## src/rtl/chan_mean_remover.sv

```systemverilog
module chan_mean_remover #(
  parameter int NCH     = 4,
  parameter int SW      = 8,
  parameter int LW      = 16,
  parameter int OW      = 16,
  parameter int MIN_LEN = 512
) (
  input  logic              clk,
  input  logic              rst_n,
  input  logic              start,
  input  logic [LW-1:0]     blk_len,
  input  logic              in_valid,
  output logic              in_ready,
  input  logic [NCH*SW-1:0] in_data,
  output logic              replay_req,
  output logic              out_valid,
  output logic [NCH*OW-1:0] out_data,
  output logic              done,
  output logic              len_err
);
  localparam int AW = SW + LW;
  localparam int DW = AW + OW - SW;
  localparam int BW = $clog2(DW);
  localparam int CW = $clog2(NCH);

  typedef enum logic [2:0] {S_IDLE, S_ACC, S_LD, S_DIV, S_CTR} st_t;
  st_t st;

  logic [LW-1:0] len_q, cnt_q, rem_q;
  logic signed [AW-1:0] sum_q [NCH];
  logic signed [OW-1:0] mean_q [NCH];
  logic [DW-1:0] dvd_q;
  logic [BW-1:0] bit_q;
  logic [CW-1:0] ch_q;
  logic neg_q;

  assign in_ready = (st == S_ACC) || (st == S_CTR);
  wire accept    = in_valid && in_ready;
  wire last_beat = cnt_q == len_q - 1'b1;

  logic signed [SW-1:0] xs [NCH];
  logic signed [OW:0]   dif [NCH];
  logic [NCH*OW-1:0]    ctr_data;
  always_comb begin
    for (int k = 0; k < NCH; k++) begin
      xs[k]  = $signed({~in_data[k*SW+SW-1], in_data[k*SW +: SW-1]});
      dif[k] = $signed({xs[k][SW-1], xs[k], {(OW-SW){1'b0}}}) - $signed({mean_q[k][OW-1], mean_q[k]});
      if (dif[k][OW] != dif[k][OW-1])
        ctr_data[k*OW +: OW] = dif[k][OW] ? {1'b1, {(OW-1){1'b0}}} : {1'b0, {(OW-1){1'b1}}};
      else
        ctr_data[k*OW +: OW] = dif[k][OW-1:0];
    end
  end

  wire [LW:0]    shl  = {rem_q, dvd_q[DW-1]};
  wire           qbit = shl >= {1'b0, len_q};
  wire [DW-1:0]  quo  = {dvd_q[DW-2:0], qbit};
  wire [OW-1:0]  mean_new = neg_q ? OW'(-quo) : quo[OW-1:0];
  wire [CW-1:0]  ld_idx = (st == S_LD) ? '0 : ch_q + 1'b1;
  wire signed [AW-1:0] ld_sum = sum_q[ld_idx];
  wire [AW-1:0]  ld_mag = ld_sum[AW-1] ? -ld_sum : ld_sum;

  always_ff @(posedge clk) begin
    if (!rst_n) begin
      st <= S_IDLE; out_valid <= 1'b0; done <= 1'b0; replay_req <= 1'b0; len_err <= 1'b0;
      len_q <= '0; cnt_q <= '0; rem_q <= '0; dvd_q <= '0; bit_q <= '0; ch_q <= '0; neg_q <= 1'b0;
      out_data <= '0;
      for (int k = 0; k < NCH; k++) begin sum_q[k] <= '0; mean_q[k] <= '0; end
    end else begin
      out_valid <= 1'b0; done <= 1'b0; replay_req <= 1'b0;
      case (st)
        S_IDLE: if (start) begin
          len_q   <= (blk_len < LW'(MIN_LEN)) ? LW'(MIN_LEN) : blk_len;
          len_err <= blk_len < LW'(MIN_LEN);
          cnt_q   <= '0;
          for (int k = 0; k < NCH; k++) sum_q[k] <= '0;
          st <= S_ACC;
        end
        S_ACC: if (accept) begin
          for (int k = 0; k < NCH; k++) sum_q[k] <= sum_q[k] + AW'(xs[k]);
          cnt_q <= cnt_q + 1'b1;
          if (last_beat) begin cnt_q <= '0; st <= S_LD; end
        end
        S_LD, S_DIV: begin
          if (st == S_DIV) begin
            rem_q <= qbit ? LW'(shl - {1'b0, len_q}) : shl[LW-1:0];
            dvd_q <= quo;
            bit_q <= bit_q + 1'b1;
          end
          if (st == S_LD || bit_q == BW'(DW-1)) begin
            if (st == S_DIV) mean_q[ch_q] <= mean_new;
            if (st == S_DIV && ch_q == CW'(NCH-1)) begin
              replay_req <= 1'b1;
              st <= S_CTR;
            end else begin
              ch_q  <= ld_idx;
              rem_q <= '0;
              dvd_q <= {ld_mag, {(OW-SW){1'b0}}};
              neg_q <= ld_sum[AW-1];
              bit_q <= '0;
              st    <= S_DIV;
            end
          end
        end
        S_CTR: if (accept) begin
          out_data  <= ctr_data;
          out_valid <= 1'b1;
          cnt_q     <= cnt_q + 1'b1;
          if (last_beat) begin done <= 1'b1; st <= S_IDLE; end
        end
        default: st <= S_IDLE;
      endcase
    end
  end


  done_once_chk: assert property (@(posedge clk) disable iff (!rst_n) done |=> !done);

  valid_follow_chk: assert property (@(posedge clk) disable iff (!rst_n)
    out_valid |-> $past(accept && st == S_CTR));

  replay_open_chk: assert property (@(posedge clk) disable iff (!rst_n)
    replay_req |-> (in_ready && $past(st == S_DIV)));

  replay_once_chk: assert property (@(posedge clk) disable iff (!rst_n) replay_req |=> !replay_req);

  err_hold_chk: assert property (@(posedge clk) disable iff (!rst_n)
    !(start && st == S_IDLE) |=> $stable(len_err));

  ready_gap_chk: assert property (@(posedge clk) disable iff (!rst_n)
    (accept && st == S_ACC && last_beat) |=> !in_ready);
endmodule

```

## config.mk

```make
export PLATFORM = sky130hd
export DESIGN_NAME = chan_mean_remover
export DESIGN_NICKNAME = d
export VERILOG_FILES = /design/src/rtl/chan_mean_remover.sv
export SDC_FILE = /design/constraint.sdc
export NUM_CORES = 1
export LEC_CHECK = 0
export ABC_AREA = 1
export BUFFER_PORTS_ARGS = -buffer_cell sky130_fd_sc_hd__buf_2
export CAP_MARGIN = 20
export CORE_MARGIN = 1.5
export CORE_UTILIZATION = 55
export CTS_BUF_LIST = sky130_fd_sc_hd__clkbuf_8
export DETAILED_ROUTE_END_ITERATION = 10
export HOLD_SLACK_MARGIN = 0.06
export PLACE_DENSITY = 0.76
export SYNTH_ARGS = -nofsm -noshare
export SYNTH_HDL_FRONTEND = slang
export SYNTH_SLANG_ARGS = --single-unit
```

## constraint.sdc

```tcl
create_clock -name clk -period 3.57 [get_ports clk]
set_input_delay 0.5355 -clock clk [delete_from_list [all_inputs] [get_ports clk]]
set_output_delay 0.5355 -clock clk [all_outputs]
set_load 0.1 [all_outputs]
```

# After elaboration in Yosys (flattened, before gate mapping)
# Memories as Yosys holds them, arrays and structs flattened.
# Index checks and enable logic that the tools add are counted.
[word_totals]
regBits = 159
mem_bits_rw = 160
inputBits = 52
out_inout_bits = 69
wordCells = 140
n_memories = 2
[op_classes]
n_addsub = 15
magnitude_cmp = 2
eq_ne = 17
mux = 62
bitwise = 13
reduce_logical = 16
[mem_list]
columns = ["memory", "words", "width", "rd", "rd_clocked_by_memory_dff", "wr", "line", "source"]
rows = [
  ["sum_q", 4, 24, 5, 0, 4, "30", "logic signed [AW-1:0] sum_q [NCH];"],
  ["mean_q", 4, 16, 4, 0, 4, "31", "logic signed [OW-1:0] mean_q [NCH];"],
]
[op_table]
columns = ["operator", "n"]
rows = [
  ["16-bit 2-to-1 mux", 19],
  ["24-bit 2-to-1 mux", 9],
  ["24-bit by 8-bit adder with 24-bit output", 4],
  ["32-bit 2-to-1 mux", 3],
  ["16-bit by 16-bit subtractor with 17-bit output", 4],
  ["16-bit one-hot mux with 3 select lines", 1],
  ["24-bit negator", 1],
  ["3-bit 2-to-1 mux", 7],
  ["17-bit by 16-bit >= comparator with 1-bit output", 1],
  ["1-bit 2-to-1 mux", 17],
  ["16-bit by 1-bit adder with 16-bit output, second input constant", 1],
  ["16-bit == test", 1],
  ["16-bit by 10-bit less-than comparator with 1-bit output, second input constant", 1],
  ["16-bit negator", 1],
  ["16-bit OR reduction", 1],
  ["16-bit by 1-bit subtractor with 16-bit output, second input constant", 1],
  ["16-bit subtractor", 1],
  ["5-bit 2-to-1 mux", 3],
  ["2-bit != test, second input constant", 6],
  ["3-bit one-hot mux with 4 select lines", 1],
  ["3-bit AND reduction", 3],
  ["1-bit bitwise OR", 8],
  ["3-bit by 2-bit == test with 1-bit output, second input constant", 2],
  ["2-bit AND reduction", 3],
  ["other kinds (16)", 26],
]

# Depth between registers and ports, before layout
# Gate-level depths: netlist (run 1).
[depth]
depth_word = 8
mapped_depth = 23
depth_no_buf = 22

# Worst setup path before layout (run 1)
# Ideal clock, no wire load.
[synth_path]
path_type = "register to register"
start = "register len_q[8]"
end = "memory mean_q[1][12], data pin"
setup_ns = 0.266
arrival_time_ns = 3.086
required_ns = 3.304
setup_slack_ns = 0.218
stages_incl_launch_ff = 22
path_buffers = 1
synth_period_minus_slack_ns = 3.352
path_cell_list = "dfxtp_1 inv_1 ha_1 a21o_1 a21oi_1 nand2_1 nand2_1 nand4_1 inv_1 clkbuf_1 ha_1 inv_1 nor3_1 nand3_1 nor3_1 nand3_1 nand2_1 nand2_1 o21ai_0 xor2_1 nand2_1 nor2_1"
[synth_lines]
columns = ["element", "line", "source"]
rows = [
  ["from (decl)", "29", "logic [LW-1:0] len_q, cnt_q, rem_q;"],
  ["from (signal assigned)", "73", "len_q <= (blk_len < LW'(MIN_LEN)) ? LW'(MIN_LEN) : blk_len;"],
  ["to (decl)", "31", ""],
]

==> results of run 1 <==
==> sequential cells by signal (all words and copies together) (netlist names) <==
signal	count
sum_q	96
mean_q	64
out_data	64
dvd_q	32
cnt_q	16
len_q	16
rem_q	16
bit_q	5
st	3
ch_q	2
done	1
len_err	1
neg_q	1
out_valid	1
replay_req	1
==> where the power goes <==
| group | internal [mW] | leakage (nW) | switching (mW) |
|---|---|---|---|
| Clock | 1.68 | 0.640 | 1.62 |
| Combinational | 2.04 | 8.06 | 4.22 |
| Sequential | 4.18 | 2.86 | 0.263 |
| Total | 7.91 | 11.6 | 6.11 |
==> cell families after synthesis <==
kind of cell	Yosys count
AND/OR/NAND/NOR	1289
adder cells (fa/ha/maj)	156
buffers and inverters	472
AO/OA/AOI/OAI	731
XOR/XNOR	135
flip-flops	319
multiplexers	1
==> synthesized netlist by cell type, types with 8 or more instances <==
| cell type | instances | share of area |
|---|---|---|
| a211oi_1 | 8 | 0.0027 |
| buf_2 | 15 | 0.0034 |
| inv_2 | 10 | 0.0017 |
| o21ai_0 | 230 | 0.051 |
| nand3b_1 | 30 | 0.010 |
| o22ai_1 | 12 | 0.0034 |
| xnor2_1 | 36 | 0.014 |
| nand4_1 | 35 | 0.0098 |
| buf_4 | 11 | 0.0037 |
| ha_1 | 151 | 0.084 |
| o21a_1 | 10 | 0.0034 |
| nand2_1 | 644 | 0.11 |
| a31oi_1 | 29 | 0.0081 |
| o211ai_1 | 26 | 0.0087 |
| a21oi_1 | 348 | 0.078 |
| edfxtp_1 | 136 | 0.18 |
| dfxtp_1 | 183 | 0.16 |
| nor3_1 | 51 | 0.011 |
| nor4_1 | 12 | 0.0034 |
| nand3_1 | 190 | 0.042 |
| nor2_1 | 262 | 0.044 |
| a21o_1 | 15 | 0.0050 |
| inv_1 | 356 | 0.060 |
| xor2_1 | 99 | 0.039 |
| or2_2 | 40 | 0.011 |
| a221oi_1 | 8 | 0.0031 |
| clkbuf_1 | 67 | 0.011 |
| o21bai_1 | 17 | 0.0057 |
==> stage by stage <==
step,std cells,hold WS [ps],setup slack (ps)
after CTS,3806,67.3,134
final,3807,111,334
after detailed placement,3700,463,169
after floorplan,3103,441,218
after global placement,3700,448,234
after global routing,3806,107,7.71
==> final cells by class <==
type | count | area [um^2]
clock buffers | 66 | 908
flip-flops and latches | 319 | 7750
diodes | 1 | 2.50
repair buffers | 175 | 1020
clock inverters | 38 | 174
fillers | 3604 | 15200
well taps | 525 | 657
multi-input cells | 2312 | 12800
inverters | 371 | 1400
==> worst min path at each step <==
stage,endpoint
5_1_grt,len_q[14]
3_3_place_gp,rem_q[15]
6_report,len_q[14]
3_5_place_dp,out_data[17]
2_1_floorplan,rem_q[15]
4_1_cts,len_q[14]
==> placed cells by master (no fill, tap or decap), drive strengths merged, types with 10 or more instances in the layout <==
cell	n
a21o	15
inv	389
ha	151
xor2	99
o22ai	12
nand4	35
or2	42
o21a	10
a31oi	29
a21oi	349
xnor2	36
nand3b	30
buf	173
nand3	195
nand2	649
edfxtp	136
nor4	12
nor2	269
nor3	53
clkbuf	66
o21ai	237
o211ai	26
o21bai	17
dfxtp	183
clkinv	20
==> metal layers <==
metal | track usage | share of wire
met1 | 0.419 | 0.45
met2 | 0.493 | 0.45
met3 | 0.0417 | 0.070
met4 | 0.129 | 0.038
met5 | 0 | 0
==> repair_timing <==
item	in CTS	in global routing
hold endpoints to repair	2	0
hold buffers	2	0
gates resized for setup	0	10
setup endpoints to repair	0	12
==> worst min-delay path, delay by kind of cell <==
| family | cells | cell delay, ps |
|---|---|---|
| AO/OA/AOI/OAI | 1 | 60 |
| AND/OR/NAND/NOR | 1 | 50 |
| buffers and inverters | 1 | 100 |
==> impl_results.html, run 1 <==
<table>
<tr><th>Metric</th><th>Value</th></tr>
<tr><th colspan="2">Floorplanning</th></tr>
<tr><td>Starting utilization of the core area</td><td>0.561</td></tr>
<tr><td>Count of standard-cell rows</td><td>73</td></tr>
<tr><td>Core ar.</td><td>39,900 um^2</td></tr>
<tr><td>Die X</td><td>205 um</td></tr>
<tr><td>Die height</td><td>205 um</td></tr>
<tr><td>IO Pins</td><td>121</td></tr>
<tr><td>Die ar.</td><td>41,900 um^2</td></tr>
<tr><th colspan="2">Clocking</th></tr>
<tr><td>Clock-pin slew on the worst setup and hold paths</td><td>70 ps</td></tr>
<tr><td>CTS tree</td><td>built</td></tr>
<tr><td>Post-CTS Setup Repair Bufs</td><td>0</td></tr>
<tr><td>CTS root buffer</td><td>clkbuf_8</td></tr>
<tr><td>Clock buffers created by TritonCTS</td><td>56</td></tr>
<tr><td>Maximum buffer depth of the clock tree</td><td>3</td></tr>
<tr><td>Total number of clock tree sinks</td><td>319</td></tr>
<tr><td>H-tree depth</td><td>2</td></tr>
<tr><td>Worst skew pair latency</td><td>680 ps</td></tr>
<tr><th colspan="2">Detailed routing</th></tr>
<tr><td>Count of nets left with antenna violations after detail routing</td><td>0</td></tr>
<tr><td>Number of remaining DRC errors</td><td>0</td></tr>
<tr><td>Average routed wire per standard cell</td><td>17.1 um</td></tr>
<tr><td>Routed wire length</td><td>65,100 um</td></tr>
<tr><td>Starting DRT DRC Count</td><td>1,946</td></tr>
<tr><td>Mean number of vias per cell</td><td>5.74</td></tr>
<tr><td>Number of iterations in the first detailed-routing pass</td><td>6</td></tr>
<tr><td>Total via count in the routed design</td><td>21.8k</td></tr>
<tr><th colspan="2">Critical path</th></tr>
<tr><td>Class of the most critical setup path</td><td>reg -&gt; reg</td></tr>
<tr><td>Crit-path most repeated cell</td><td>inv_1</td></tr>
<tr><td>Cells on worst reg2reg path</td><td>21</td></tr>
<tr><td>Worst stage delay on the critical path</td><td>360 ps</td></tr>
<tr><td>Critical register-to-register path endpoint</td><td>mean_q[0][12]</td></tr>
<tr><td>Cell with the largest stage delay on the worst path</td><td>ha_1</td></tr>
<tr><td>RR Startpoint</td><td>len_q[10]</td></tr>
<tr><td>Worst Setup SP</td><td>len_q[10]</td></tr>
<tr><td>Buffering stage count on the worst path with inverters included</td><td>4</td></tr>
<tr><td>Number of cells on the critical path</td><td>21</td></tr>
<tr><td>Cell chain of the critical path</td><td>inv_1 &gt; ha_1 &gt; a21oi_2 &gt; o21ai_0 &gt; inv_1 &gt; nor2_1 &gt; nor2_1 &gt; nand4_1 &gt; inv_1 &gt; ha_1 &gt; inv_1 &gt; nor3_2 &gt; nand3_2 &gt; nor3_4 &gt; nand3_1 &gt; nand2_1 &gt; nand2_1 &gt; o21ai_1 &gt; xor2_1 &gt; nand2_1 &gt; nor2_1</td></tr>
<tr><td>Crit path launch type</td><td>flop</td></tr>
<tr><td>Register-to-register setup slack</td><td>330 ps</td></tr>
<tr><td>CP required</td><td>4080 ps</td></tr>
<tr><td>Gate family responsible for the most delay along the worst path</td><td>simple AND/OR/NAND/NOR gates</td></tr>
<tr><td>Setup crit end kind</td><td>flop</td></tr>
<tr><td>Worst setup endpoint</td><td>mean_q[0][12]</td></tr>
<tr><td>Signal arrival time at the worst endpoint</td><td>3750 ps</td></tr>
<tr><td>Largest fanout on the critical path</td><td>4</td></tr>
<tr><th colspan="2">Timing</th></tr>
<tr><td>Setup Viol. Count Final</td><td>0</td></tr>
<tr><td>Slew at the pin closest to its max-slew limit</td><td>736 ps</td></tr>
<tr><td>Slew Limit Headroom</td><td>0.508</td></tr>
<tr><td>Total Negative Setup Slacks</td><td>0 ps</td></tr>
<tr><td>Final hold violations</td><td>0</td></tr>
<tr><td>Min Tclk post-route</td><td>3240 ps</td></tr>
<tr><td>Upper clock frequency limit</td><td>0.309 GHz</td></tr>
<tr><td>Post-Route Skew</td><td>43.3 ps</td></tr>
<tr><td>Count of pins over their slew limit</td><td>0</td></tr>
<tr><td>Share of the clock period used by the worst path</td><td>0.906</td></tr>
<tr><td>RSZ-0062 raised after global routing</td><td>false</td></tr>
<tr><th colspan="2">Synth</th></tr>
<tr><td>Compound-Gate Fraction of Synth Area</td><td>0.178</td></tr>
<tr><td>Number of storage elements in the synthesis netlist</td><td>319</td></tr>
<tr><td>Netlist area before placement</td><td>22,400 um^2</td></tr>
<tr><td>Dominant combinational cell family by area after synthesis</td><td>simple AND/OR/NAND/NOR gates</td></tr>
<tr><td>Number of nets produced by synthesis</td><td>3,311</td></tr>
<tr><td>Multiplexer fraction of the synthesized cell area</td><td>0.000447</td></tr>
<tr><td>Synthesis Warnings</td><td>0</td></tr>
<tr><td>Part of the Yosys area used for sequential elements</td><td>0.346</td></tr>
<tr><td>Most used DFF post-synth</td><td>dfxtp_1</td></tr>
<tr><td>Adder and majority cell fraction of the synthesized area</td><td>0.0889</td></tr>
<tr><td>Gate Count Post-Synth</td><td>3,103</td></tr>
<tr><td>Simple-gate share of the synthesized area</td><td>0.250</td></tr>
<tr><td>Netlist cell types</td><td>56</td></tr>
<tr><td>Post-Syn Area per Cell</td><td>7.21 um^2</td></tr>
<tr><td>Post-synthesis xor/xnor area fraction</td><td>0.0528</td></tr>
<tr><td>Number of enable-type register cells in the synthesized netlist</td><td>136</td></tr>
<tr><td>Async set-reset flop share out of synthesis</td><td>0</td></tr>
<tr><th colspan="2">Place</th></tr>
<tr><td>Port bufs</td><td>120</td></tr>
<tr><td>Detailed Place HPWL</td><td>49,000 um</td></tr>
<tr><td>Post-placement cell area</td><td>23,600 um^2</td></tr>
<tr><td>Final weighted congestion of routability-driven global placement</td><td>0.979</td></tr>
<tr><th colspan="2">Pwr</th></tr>
<tr><td>Power per unit of standard cell area</td><td>567 nW/um^2</td></tr>
<tr><td>Design Power</td><td>14.0 mW</td></tr>
<tr><td>VDD IR-drop max</td><td>0.323 mV</td></tr>
<tr><td>Static Leakage</td><td>11.6 nW</td></tr>
<tr><th colspan="2">Worst hold path</th></tr>
<tr><td>Class of the tightest hold or removal check</td><td>in -&gt; reg</td></tr>
<tr><td>Startpoint of the worst hold path</td><td>blk_len[14]</td></tr>
<tr><td>Hold Path Stages</td><td>3</td></tr>
<tr><th colspan="2">Global route</th></tr>
<tr><td>All-Layer GR Usage</td><td>0.309</td></tr>
<tr><td>Antenna violations before repair</td><td>1</td></tr>
<tr><td>Overflow left after global routing</td><td>0</td></tr>
<tr><td>Number of global-route vias before repair</td><td>20.5k</td></tr>
<tr><td>First-pass GRT wire length</td><td>105,000 um</td></tr>
<tr><td>Maximum number of pins on one net before global-route repair</td><td>62</td></tr>
<tr><th colspan="2">Flow run</th></tr>
<tr><td>Max-cap violations</td><td>0</td></tr>
<tr><th colspan="2">Outcome</th></tr>
<tr><td>Result of the run</td><td>completed</td></tr>
<tr><th colspan="2">Layout</th></tr>
<tr><td>Final net count</td><td>3,443</td></tr>
<tr><td>Non-Filler Cell Area, Final</td><td>24,700 um^2</td></tr>
<tr><td>Layout cells sized above 1</td><td>0.102</td></tr>
<tr><td>Post-layout util</td><td>0.620</td></tr>
<tr><td>Area growth syn-to-layout</td><td>10.5%</td></tr>
</table>
Power figures use the tool's default switching activity.
==> run 2, diff against run 1 <==
Settings changed: CORE_UTILIZATION 55 to 50, PLACE_DENSITY 0.76 to 0.7.
==> run 2 against run 1 <==
Setup slack improved by 7.9 ps; largest cell class unchanged; first-iteration DRC count shrank 15%; clock skew decreased by 15 ps; total power grew 1.4%; register-to-register slack barely moved; highest routed layer is now met5.
==> impl_results.html, run 2 (synthesized netlist as in run 1, its figures left out) <==
<table>
<tr><th>Metric</th><th>Value</th></tr>
<tr><th colspan="2">Timing</th></tr>
<tr><td>Min Tclk post-route</td><td>3230 ps (-7.88 ps)</td></tr>
<tr><td>Slew Limit Headroom</td><td>0.402 (-0.107)</td></tr>
<tr><td>Share of the clock period used by the worst path</td><td>0.904 (-0.00221)</td></tr>
<tr><td>Total Negative Setup Slacks</td><td>0 ps (unchanged)</td></tr>
<tr><td>RSZ-0062 raised after global routing</td><td>false</td></tr>
<tr><td>Setup Viol. Count Final</td><td>0 (unchanged)</td></tr>
<tr><td>Slew at the pin closest to its max-slew limit</td><td>897 ps (+162 ps)</td></tr>
<tr><td>Final hold violations</td><td>0 (unchanged)</td></tr>
<tr><td>Post-Route Skew</td><td>28.8 ps (-14.6 ps)</td></tr>
<tr><td>Count of pins over their slew limit</td><td>0 (unchanged)</td></tr>
<tr><td>Upper clock frequency limit</td><td>0.310 GHz (+0.24%)</td></tr>
<tr><th colspan="2">Place</th></tr>
<tr><td>Detailed Place HPWL</td><td>49,000 um (+0.15%)</td></tr>
<tr><td>Final weighted congestion of routability-driven global placement</td><td>0.957 (-2.3%)</td></tr>
<tr><td>Placed Instances</td><td>3,763 (+1.7%)</td></tr>
<tr><td>Port bufs</td><td>120 (unchanged)</td></tr>
<tr><th colspan="2">Detailed routing</th></tr>
<tr><td>Total via count in the routed design</td><td>21.6k (-0.93%)</td></tr>
<tr><td>Starting DRT DRC Count</td><td>1,663 (-15%)</td></tr>
<tr><td>Mean number of vias per cell</td><td>5.58 (-2.7%)</td></tr>
<tr><td>Routed wire length</td><td>65,300 um (+0.29%)</td></tr>
<tr><td>Count of nets left with antenna violations after detail routing</td><td>0 (unchanged)</td></tr>
<tr><td>Number of iterations in the first detailed-routing pass</td><td>6 (unchanged)</td></tr>
<tr><td>Number of remaining DRC errors</td><td>0 (unchanged)</td></tr>
<tr><td>Average routed wire per standard cell</td><td>16.8 um (-1.5%)</td></tr>
<tr><th colspan="2">Layout</th></tr>
<tr><td>Register containing the most flip-flops in the final layout</td><td>sum_q</td></tr>
<tr><td>Fin cells</td><td>3,876 (+1.8%)</td></tr>
<tr><td>Registers with the most flip-flops</td><td>sum_q (96), mean_q (64), out_data (64)</td></tr>
<tr><td>Commonest non-fill, non-tap cell in the layout</td><td>nand2_1</td></tr>
<tr><td>Area growth syn-to-layout</td><td>11.1%</td></tr>
<tr><td>Final net count</td><td>3,442 (-0.029%)</td></tr>
<tr><td>Post-layout util</td><td>0.562 (-0.0571)</td></tr>
<tr><td>Layout cells sized above 1</td><td>0.101 (-0.00186)</td></tr>
<tr><td>Largest register FFs</td><td>96 (unchanged)</td></tr>
<tr><td>Most used cells in the layout excluding fill and tap cells</td><td>nand2_1 (644), inv_1 (380), a21oi_1 (348)</td></tr>
<tr><th colspan="2">Clocking</th></tr>
<tr><td>Clock-pin slew on the worst setup and hold paths</td><td>70 ps (about the same)</td></tr>
<tr><td>H-tree depth</td><td>2 (unchanged)</td></tr>
<tr><td>Total number of clock tree sinks</td><td>319 (unchanged)</td></tr>
<tr><td>Worst skew pair latency</td><td>690 ps (about the same)</td></tr>
<tr><td>Post-CTS Setup Repair Bufs</td><td>0 (unchanged)</td></tr>
<tr><td>CTS tree</td><td>built</td></tr>
<tr><td>Maximum buffer depth of the clock tree</td><td>3 (unchanged)</td></tr>
<tr><td>Clock buffers created by TritonCTS</td><td>59 (+5.4%)</td></tr>
<tr><td>CTS root buffer</td><td>clkbuf_8</td></tr>
<tr><th colspan="2">Pwr</th></tr>
<tr><td>Design Power</td><td>14.2 mW (+1.4%)</td></tr>
<tr><td>Power per unit of standard cell area</td><td>571 nW/um^2 (+0.78%)</td></tr>
<tr><td>VDD IR-drop max</td><td>0.369 mV (+14%)</td></tr>
<tr><td>Part of the power in the clock network</td><td>0.252 (+0.016)</td></tr>
<tr><td>Gate power share</td><td>0.435 (-0.012)</td></tr>
<tr><td>Switching share of total power</td><td>0.429 (-0.00637)</td></tr>
<tr><td>Static Leakage</td><td>11.6 nW (+0.37%)</td></tr>
<tr><td>Switching power</td><td>6.10 mW (-0.11%)</td></tr>
<tr><td>Design internal power</td><td>8.11 mW (+2.5%)</td></tr>
<tr><td>Share of total power in sequential cells</td><td>0.313 (-0.004)</td></tr>
<tr><th colspan="2">Global route</th></tr>
<tr><td>All-Layer GR Usage</td><td>0.282 (-0.0271)</td></tr>
<tr><td>Antenna violations before repair</td><td>3 (+2)</td></tr>
<tr><td>Maximum number of pins on one net before global-route repair</td><td>77 (+24%)</td></tr>
<tr><td>First-pass GRT wire length</td><td>106,000 um (+1.2%)</td></tr>
<tr><td>Number of global-route vias before repair</td><td>20.5k (+0.14%)</td></tr>
<tr><td>Overflow left after global routing</td><td>0 (unchanged)</td></tr>
<tr><th colspan="2">Worst hold path</th></tr>
<tr><td>Class of the tightest hold or removal check</td><td>in -&gt; reg</td></tr>
<tr><th colspan="2">Floorplanning</th></tr>
<tr><td>Count of standard-cell rows</td><td>77 (+5.5%)</td></tr>
<tr><td>Die X</td><td>215 um (+4.8%)</td></tr>
<tr><td>Die ar.</td><td>46,000 um^2 (+9.8%)</td></tr>
<tr><td>Die height</td><td>215 um (+4.8%)</td></tr>
<tr><td>IO Pins</td><td>121 (unchanged)</td></tr>
<tr><td>Core ar.</td><td>44,200 um^2 (+11%)</td></tr>
<tr><td>Starting utilization of the core area</td><td>0.506 (-0.0546)</td></tr>
<tr><th colspan="2">Critical path</th></tr>
<tr><td>Worst setup endpoint</td><td>mean_q[1][12]</td></tr>
<tr><td>Class of the most critical setup path</td><td>reg -&gt; reg</td></tr>
<tr><td>Largest fanout on the critical path</td><td>4 (unchanged)</td></tr>
<tr><td>Worst Setup SP</td><td>len_q[10]</td></tr>
<tr><td>Setup crit end kind</td><td>flop</td></tr>
<tr><td>Critical register-to-register path endpoint</td><td>mean_q[1][12]</td></tr>
<tr><td>CP required</td><td>4110 ps (+30 ps)</td></tr>
<tr><td>Cells on worst reg2reg path</td><td>21 (unchanged)</td></tr>
<tr><td>Signal arrival time at the worst endpoint</td><td>3770 ps (+20 ps)</td></tr>
<tr><td>Register-to-register setup slack</td><td>340 ps (about the same)</td></tr>
<tr><td>Crit path launch type</td><td>flop</td></tr>
<tr><td>RR Startpoint</td><td>len_q[10]</td></tr>
<tr><th colspan="2">Flow run</th></tr>
<tr><td>Max-cap violations</td><td>0 (unchanged)</td></tr>
<tr><th colspan="2">Outcome</th></tr>
<tr><td>Result of the run</td><td>completed</td></tr>
</table>
run 2: cell types whose count changed in the layout (fill, tap and decap cells not counted), moves of 2 or more:
cell | previous run | this run
inv_1 | 376 | 380
a21oi_1 | 346 | 348
clkinv_2 | 9 | 6
clkinv_1 | 10 | 8
bufinv_16 | 0 | 2
buf_4 | 53 | 48
a21oi_2 | 3 | 1
clkbuf_8 | 66 | 69
ha_1 | 149 | 151
run 2: worst min path at each step:
stage	start	end	cells past startpoint
2_1_floorplan	rem_q[15]	rem_q[15]	2
5_1_grt	blk_len[15]	len_q[15]	3
4_1_cts	blk_len[15]	len_q[15]	3
6_report	blk_len[11]	len_q[11]	3
3_3_place_gp	rem_q[15]	rem_q[15]	2
3_5_place_dp	rem_q[15]	rem_q[15]	2
run 2: area by class of cell:
cell class	instances	area [um^2]
multi-input combinational	2312	12800
clock buffer	69	950
inverter	371	1400
fill	4245	19300
antenna	2	5.00
timing repair buffer	171	1000
tap	592	741
sequential	319	7750
clock inverter	40	243
run 2: per-stage QoR:
step                hold WS (ps)  worst slack [ps]  cell area (um^2)
finish                      88.9               342             24900
global route                87.0              17.7             24900
CTS                         72.3               221             24900
detailed placement           458               225             23600
global placement             450               242             23600
floorplan                    441               218             22400
run 2: power groups by stage:
stage | registers (mW) | logic [mW] | clock network [mW]
6_report | 4.45 | 6.18 | 3.58
3_3_place_gp | 4.50 | 5.99 | 0
3_5_place_dp | 4.52 | 6.05 | 0
4_1_cts | 4.44 | 6.10 | 3.65
2_1_floorplan | 4.43 | 4.63 | 0
5_1_grt | 4.48 | 6.96 | 3.82
run 2: critical path, stage by stage (launching register included):
cell	delay, ps
dfxtp_1	330
inv_1	60
ha_1	340
a21oi_1	240
o21ai_0	110
inv_1	70
nor2_1	40
nor2_1	90
nand4_1	150
inv_1	110
ha_1	140
inv_1	60
nor3_2	140
nand3_1	160
nor3_2	180
nand3_1	110
nand2_1	90
nand2_1	70
o21ai_0	180
xor2_1	160
nand2_1	120
nor2_1	120
run 2: timing repair:
item,in CTS,in global routing
endpoints found under the hold margin,2,0
setup endpoints to repair,0,7
gates resized for setup,0,3
hold buffers,2,0
run 2: metal layers:
metal / track usage / up-vias / share of wire / routed length (um)
met5: 0 / - / 0.00017 / 11
met4: 0.115 / 2 / 0.038 / 2500
met3: 0.0414 / 150 / 0.056 / 3690
met2: 0.457 / 662 / 0.45 / 29500
met1: 0.377 / 10100 / 0.45 / 29600
li1: - / 10800 / - / -
==> run 3, diff against run 2 <==
Settings changed: PLACE_DENSITY 0.7 to 0.69, REMOVE_ABC_BUFFERS set to 1.
==> run 3 against run 2 <==
Die area did not move; setup slack improved by 4.1 ps; sequential power is essentially flat; wire length is 0.16% lower; first-iteration DRC count is essentially flat; clock-buffer cell count grew 7; total power rose by 1.8%; non-clock buffer count is 14 higher; register-to-register slack hardly changed.
==> impl_results.html, run 3 (synthesized netlist as in run 1, its figures left out) <==
<table>
<tr><th>Metric</th><th>Value</th></tr>
<tr><th colspan="2">Critical path</th></tr>
<tr><td>Largest fanout on the critical path</td><td>5 (+1)</td></tr>
<tr><td>Setup crit end kind</td><td>flop</td></tr>
<tr><td>Class of the most critical setup path</td><td>reg -&gt; reg</td></tr>
<tr><td>Critical register-to-register path endpoint</td><td>mean_q[2][12]</td></tr>
<tr><td>Register-to-register setup slack</td><td>350 ps (about the same)</td></tr>
<tr><td>Signal arrival time at the worst endpoint</td><td>3770 ps (about the same)</td></tr>
<tr><td>Crit path launch type</td><td>flop</td></tr>
<tr><td>RR Startpoint</td><td>len_q[12]</td></tr>
<tr><td>CP required</td><td>4120 ps (about the same)</td></tr>
<tr><td>Worst setup endpoint</td><td>mean_q[2][12]</td></tr>
<tr><td>Worst Setup SP</td><td>len_q[12]</td></tr>
<tr><td>Cells on worst reg2reg path</td><td>21 (unchanged)</td></tr>
<tr><th colspan="2">Timing</th></tr>
<tr><td>RSZ-0062 raised after global routing</td><td>false</td></tr>
<tr><td>Slew at the pin closest to its max-slew limit</td><td>721 ps (-177 ps)</td></tr>
<tr><td>Min Tclk post-route</td><td>3220 ps (-4.05 ps)</td></tr>
<tr><td>Upper clock frequency limit</td><td>0.310 GHz (+0.13%)</td></tr>
<tr><td>Setup Viol. Count Final</td><td>0 (unchanged)</td></tr>
<tr><td>Share of the clock period used by the worst path</td><td>0.903 (-0.00113)</td></tr>
<tr><td>Post-Route Skew</td><td>40.4 ps (+11.7 ps)</td></tr>
<tr><td>Slew Limit Headroom</td><td>0.518 (+0.117)</td></tr>
<tr><td>Count of pins over their slew limit</td><td>0 (unchanged)</td></tr>
<tr><td>Final hold violations</td><td>0 (unchanged)</td></tr>
<tr><td>Total Negative Setup Slacks</td><td>0 ps (unchanged)</td></tr>
<tr><th colspan="2">Global route</th></tr>
<tr><td>Met1 layer usage reported by global route</td><td>0.377 (about the same)</td></tr>
<tr><td>Overflow left after global routing</td><td>0 (unchanged)</td></tr>
<tr><td>All-Layer GR Usage</td><td>0.280 (-0.00134)</td></tr>
<tr><td>Routing layer with the top usage in global route</td><td>met2</td></tr>
<tr><td>M2 GR Usage</td><td>0.454 (-0.00303)</td></tr>
<tr><td>First-pass GRT wire length</td><td>105,000 um (-0.38%)</td></tr>
<tr><td>Maximum number of pins on one net before global-route repair</td><td>64 (-17%)</td></tr>
<tr><td>Met3 GRT Util</td><td>0.0430 (+0.00156)</td></tr>
<tr><td>Number of global-route vias before repair</td><td>20.5k (+0.049%)</td></tr>
<tr><td>Antenna violations before repair</td><td>0 (-3)</td></tr>
<tr><th colspan="2">Detailed routing</th></tr>
<tr><td>Starting DRT DRC Count</td><td>1,662 (-0.060%)</td></tr>
<tr><td>Routed wire length</td><td>65,200 um (-0.16%)</td></tr>
<tr><td>Average routed wire per standard cell</td><td>16.8 um (-0.44%)</td></tr>
<tr><td>Mean number of vias per cell</td><td>5.54 (-0.73%)</td></tr>
<tr><td>Number of remaining DRC errors</td><td>0 (unchanged)</td></tr>
<tr><td>Total via count in the routed design</td><td>21.5k (-0.44%)</td></tr>
<tr><td>Number of iterations in the first detailed-routing pass</td><td>5 (-1)</td></tr>
<tr><td>Count of nets left with antenna violations after detail routing</td><td>0 (unchanged)</td></tr>
<tr><th colspan="2">Pwr</th></tr>
<tr><td>VDD IR-drop max</td><td>0.313 mV (-15%)</td></tr>
<tr><td>Power per unit of standard cell area</td><td>577 nW/um^2 (+0.99%)</td></tr>
<tr><td>Static Leakage</td><td>11.7 nW (+0.86%)</td></tr>
<tr><td>Design Power</td><td>14.5 mW (+1.8%)</td></tr>
<tr><th colspan="2">Layout</th></tr>
<tr><td>Registers with the most flip-flops</td><td>sum_q (96), mean_q (64), out_data (64)</td></tr>
<tr><td>Most used cells in the layout excluding fill and tap cells</td><td>nand2_1 (644), inv_1 (375), a21oi_1 (346)</td></tr>
<tr><td>Area growth syn-to-layout</td><td>12.0%</td></tr>
<tr><td>Antenna diode count</td><td>0 (-2)</td></tr>
<tr><td>Commonest non-fill, non-tap cell in the layout</td><td>nand2_1</td></tr>
<tr><td>Final net count</td><td>3,455 (+0.38%)</td></tr>
<tr><td>Register containing the most flip-flops in the final layout</td><td>sum_q</td></tr>
<tr><td>Layout cells sized above 1</td><td>0.107 (+0.00658)</td></tr>
<tr><td>Fin cells</td><td>3,887 (+0.28%)</td></tr>
<tr><td>Largest register FFs</td><td>96 (unchanged)</td></tr>
<tr><th colspan="2">Floorplanning</th></tr>
<tr><td>Die ar.</td><td>46,000 um^2 (unchanged)</td></tr>
<tr><td>Die X</td><td>215 um (unchanged)</td></tr>
<tr><td>Die height</td><td>215 um (unchanged)</td></tr>
<tr><td>Starting utilization of the core area</td><td>0.506 (unchanged)</td></tr>
<tr><td>Count of standard-cell rows</td><td>77 (unchanged)</td></tr>
<tr><td>IO Pins</td><td>121 (unchanged)</td></tr>
<tr><td>Core ar.</td><td>44,200 um^2 (unchanged)</td></tr>
<tr><th colspan="2">Clocking</th></tr>
<tr><td>CTS tree</td><td>built</td></tr>
<tr><td>CTS root buffer</td><td>clkbuf_8</td></tr>
<tr><td>Total number of clock tree sinks</td><td>319 (unchanged)</td></tr>
<tr><td>Clock-pin slew on the worst setup and hold paths</td><td>60 ps (about the same)</td></tr>
<tr><td>Worst skew pair latency</td><td>690 ps (about the same)</td></tr>
<tr><td>Clock buffers created by TritonCTS</td><td>58 (-1.7%)</td></tr>
<tr><td>Maximum buffer depth of the clock tree</td><td>3 (unchanged)</td></tr>
<tr><td>Post-CTS Setup Repair Bufs</td><td>0 (unchanged)</td></tr>
<tr><td>H-tree depth</td><td>2 (unchanged)</td></tr>
<tr><th colspan="2">Place</th></tr>
<tr><td>Detailed Place HPWL</td><td>49,100 um (about the same)</td></tr>
<tr><td>Port bufs</td><td>120 (unchanged)</td></tr>
<tr><td>Final weighted congestion of routability-driven global placement</td><td>0.903 (-5.6%)</td></tr>
<tr><td>Placed Instances</td><td>3,774 (+0.29%)</td></tr>
<tr><th colspan="2">Outcome</th></tr>
<tr><td>Result of the run</td><td>completed</td></tr>
<tr><th colspan="2">Worst hold path</th></tr>
<tr><td>Startpoint of the worst hold path</td><td>blk_len[11]</td></tr>
<tr><td>Class of the tightest hold or removal check</td><td>in -&gt; reg</td></tr>
<tr><th colspan="2">Flow run</th></tr>
<tr><td>Max-cap violations</td><td>0 (unchanged)</td></tr>
</table>
[run 3: worst max-delay path: stages (launching register included)]
cell and delay (ps):
dfxtp_1 340, inv_1 60, ha_1 340, a21oi_1 200
o21ai_0 110, inv_1 80, nor2_1 40, nor2_1 100
nand4_1 190, inv_1 130, ha_1 150, inv_1 70
nor3_4 150, nand3_2 140, nor3_4 200, nand3_1 120
nand2_1 90, nand2_1 80, o21ai_1 150, xor2_1 160
nand2_1 120, nor2_1 100
[run 3: where the power goes]
group	internal [mW]	total (mW)	switching, mW
logic	2.07	6.23	4.16
registers	4.18	4.45	0.266
clock network	2.13	3.80	1.67
[run 3: timing repair]
action,4_1_cts,5_1_grt
resized for setup,0,10
hold buffers,5,0
hold endpoints to repair,5,0
setup endpoints to repair,0,12
[run 3: routing by layer]
layer / vias to the layer above / wire length (um)
li1: 10800 / -
met1: 9928 / 29600
met2: 699 / 29300
met3: 134 / 4070
met4: 0 / 2250
met5: - / 0
[run 3: worst min path at each step]
stage | endpoint | cells past startpoint
after global placement | rem_q[15] | 2
after detailed placement | out_data[1] | 2
after floorplan | rem_q[15] | 2
after CTS | len_q[11] | 3
final | len_q[11] | 3
after global routing | len_q[11] | 3
[run 3: area by class of cell]
cell class,instances,area [um^2]
Fill cell,4222,19100
Multi-Input combinational cell,2312,12800
Sequential cell,319,7750
Inverter,371,1400
Timing Repair Buffer,185,1100
Clock buffer,76,1050
Tap cell,592,741
Clock inverter,32,226
[run 3: through the flow]
step                      utilization  hold slack (ps)  worst slack, ps  area [um^2]
after CTS                       0.566             72.0             85.3        25000
final                           0.567              130              346        25100
after detailed placement        0.536              460             91.1        23700
after global placement          0.536              450              172        23700
after global routing            0.567             92.7             11.7        25100
after floorplan                     -              441            -1130        21900
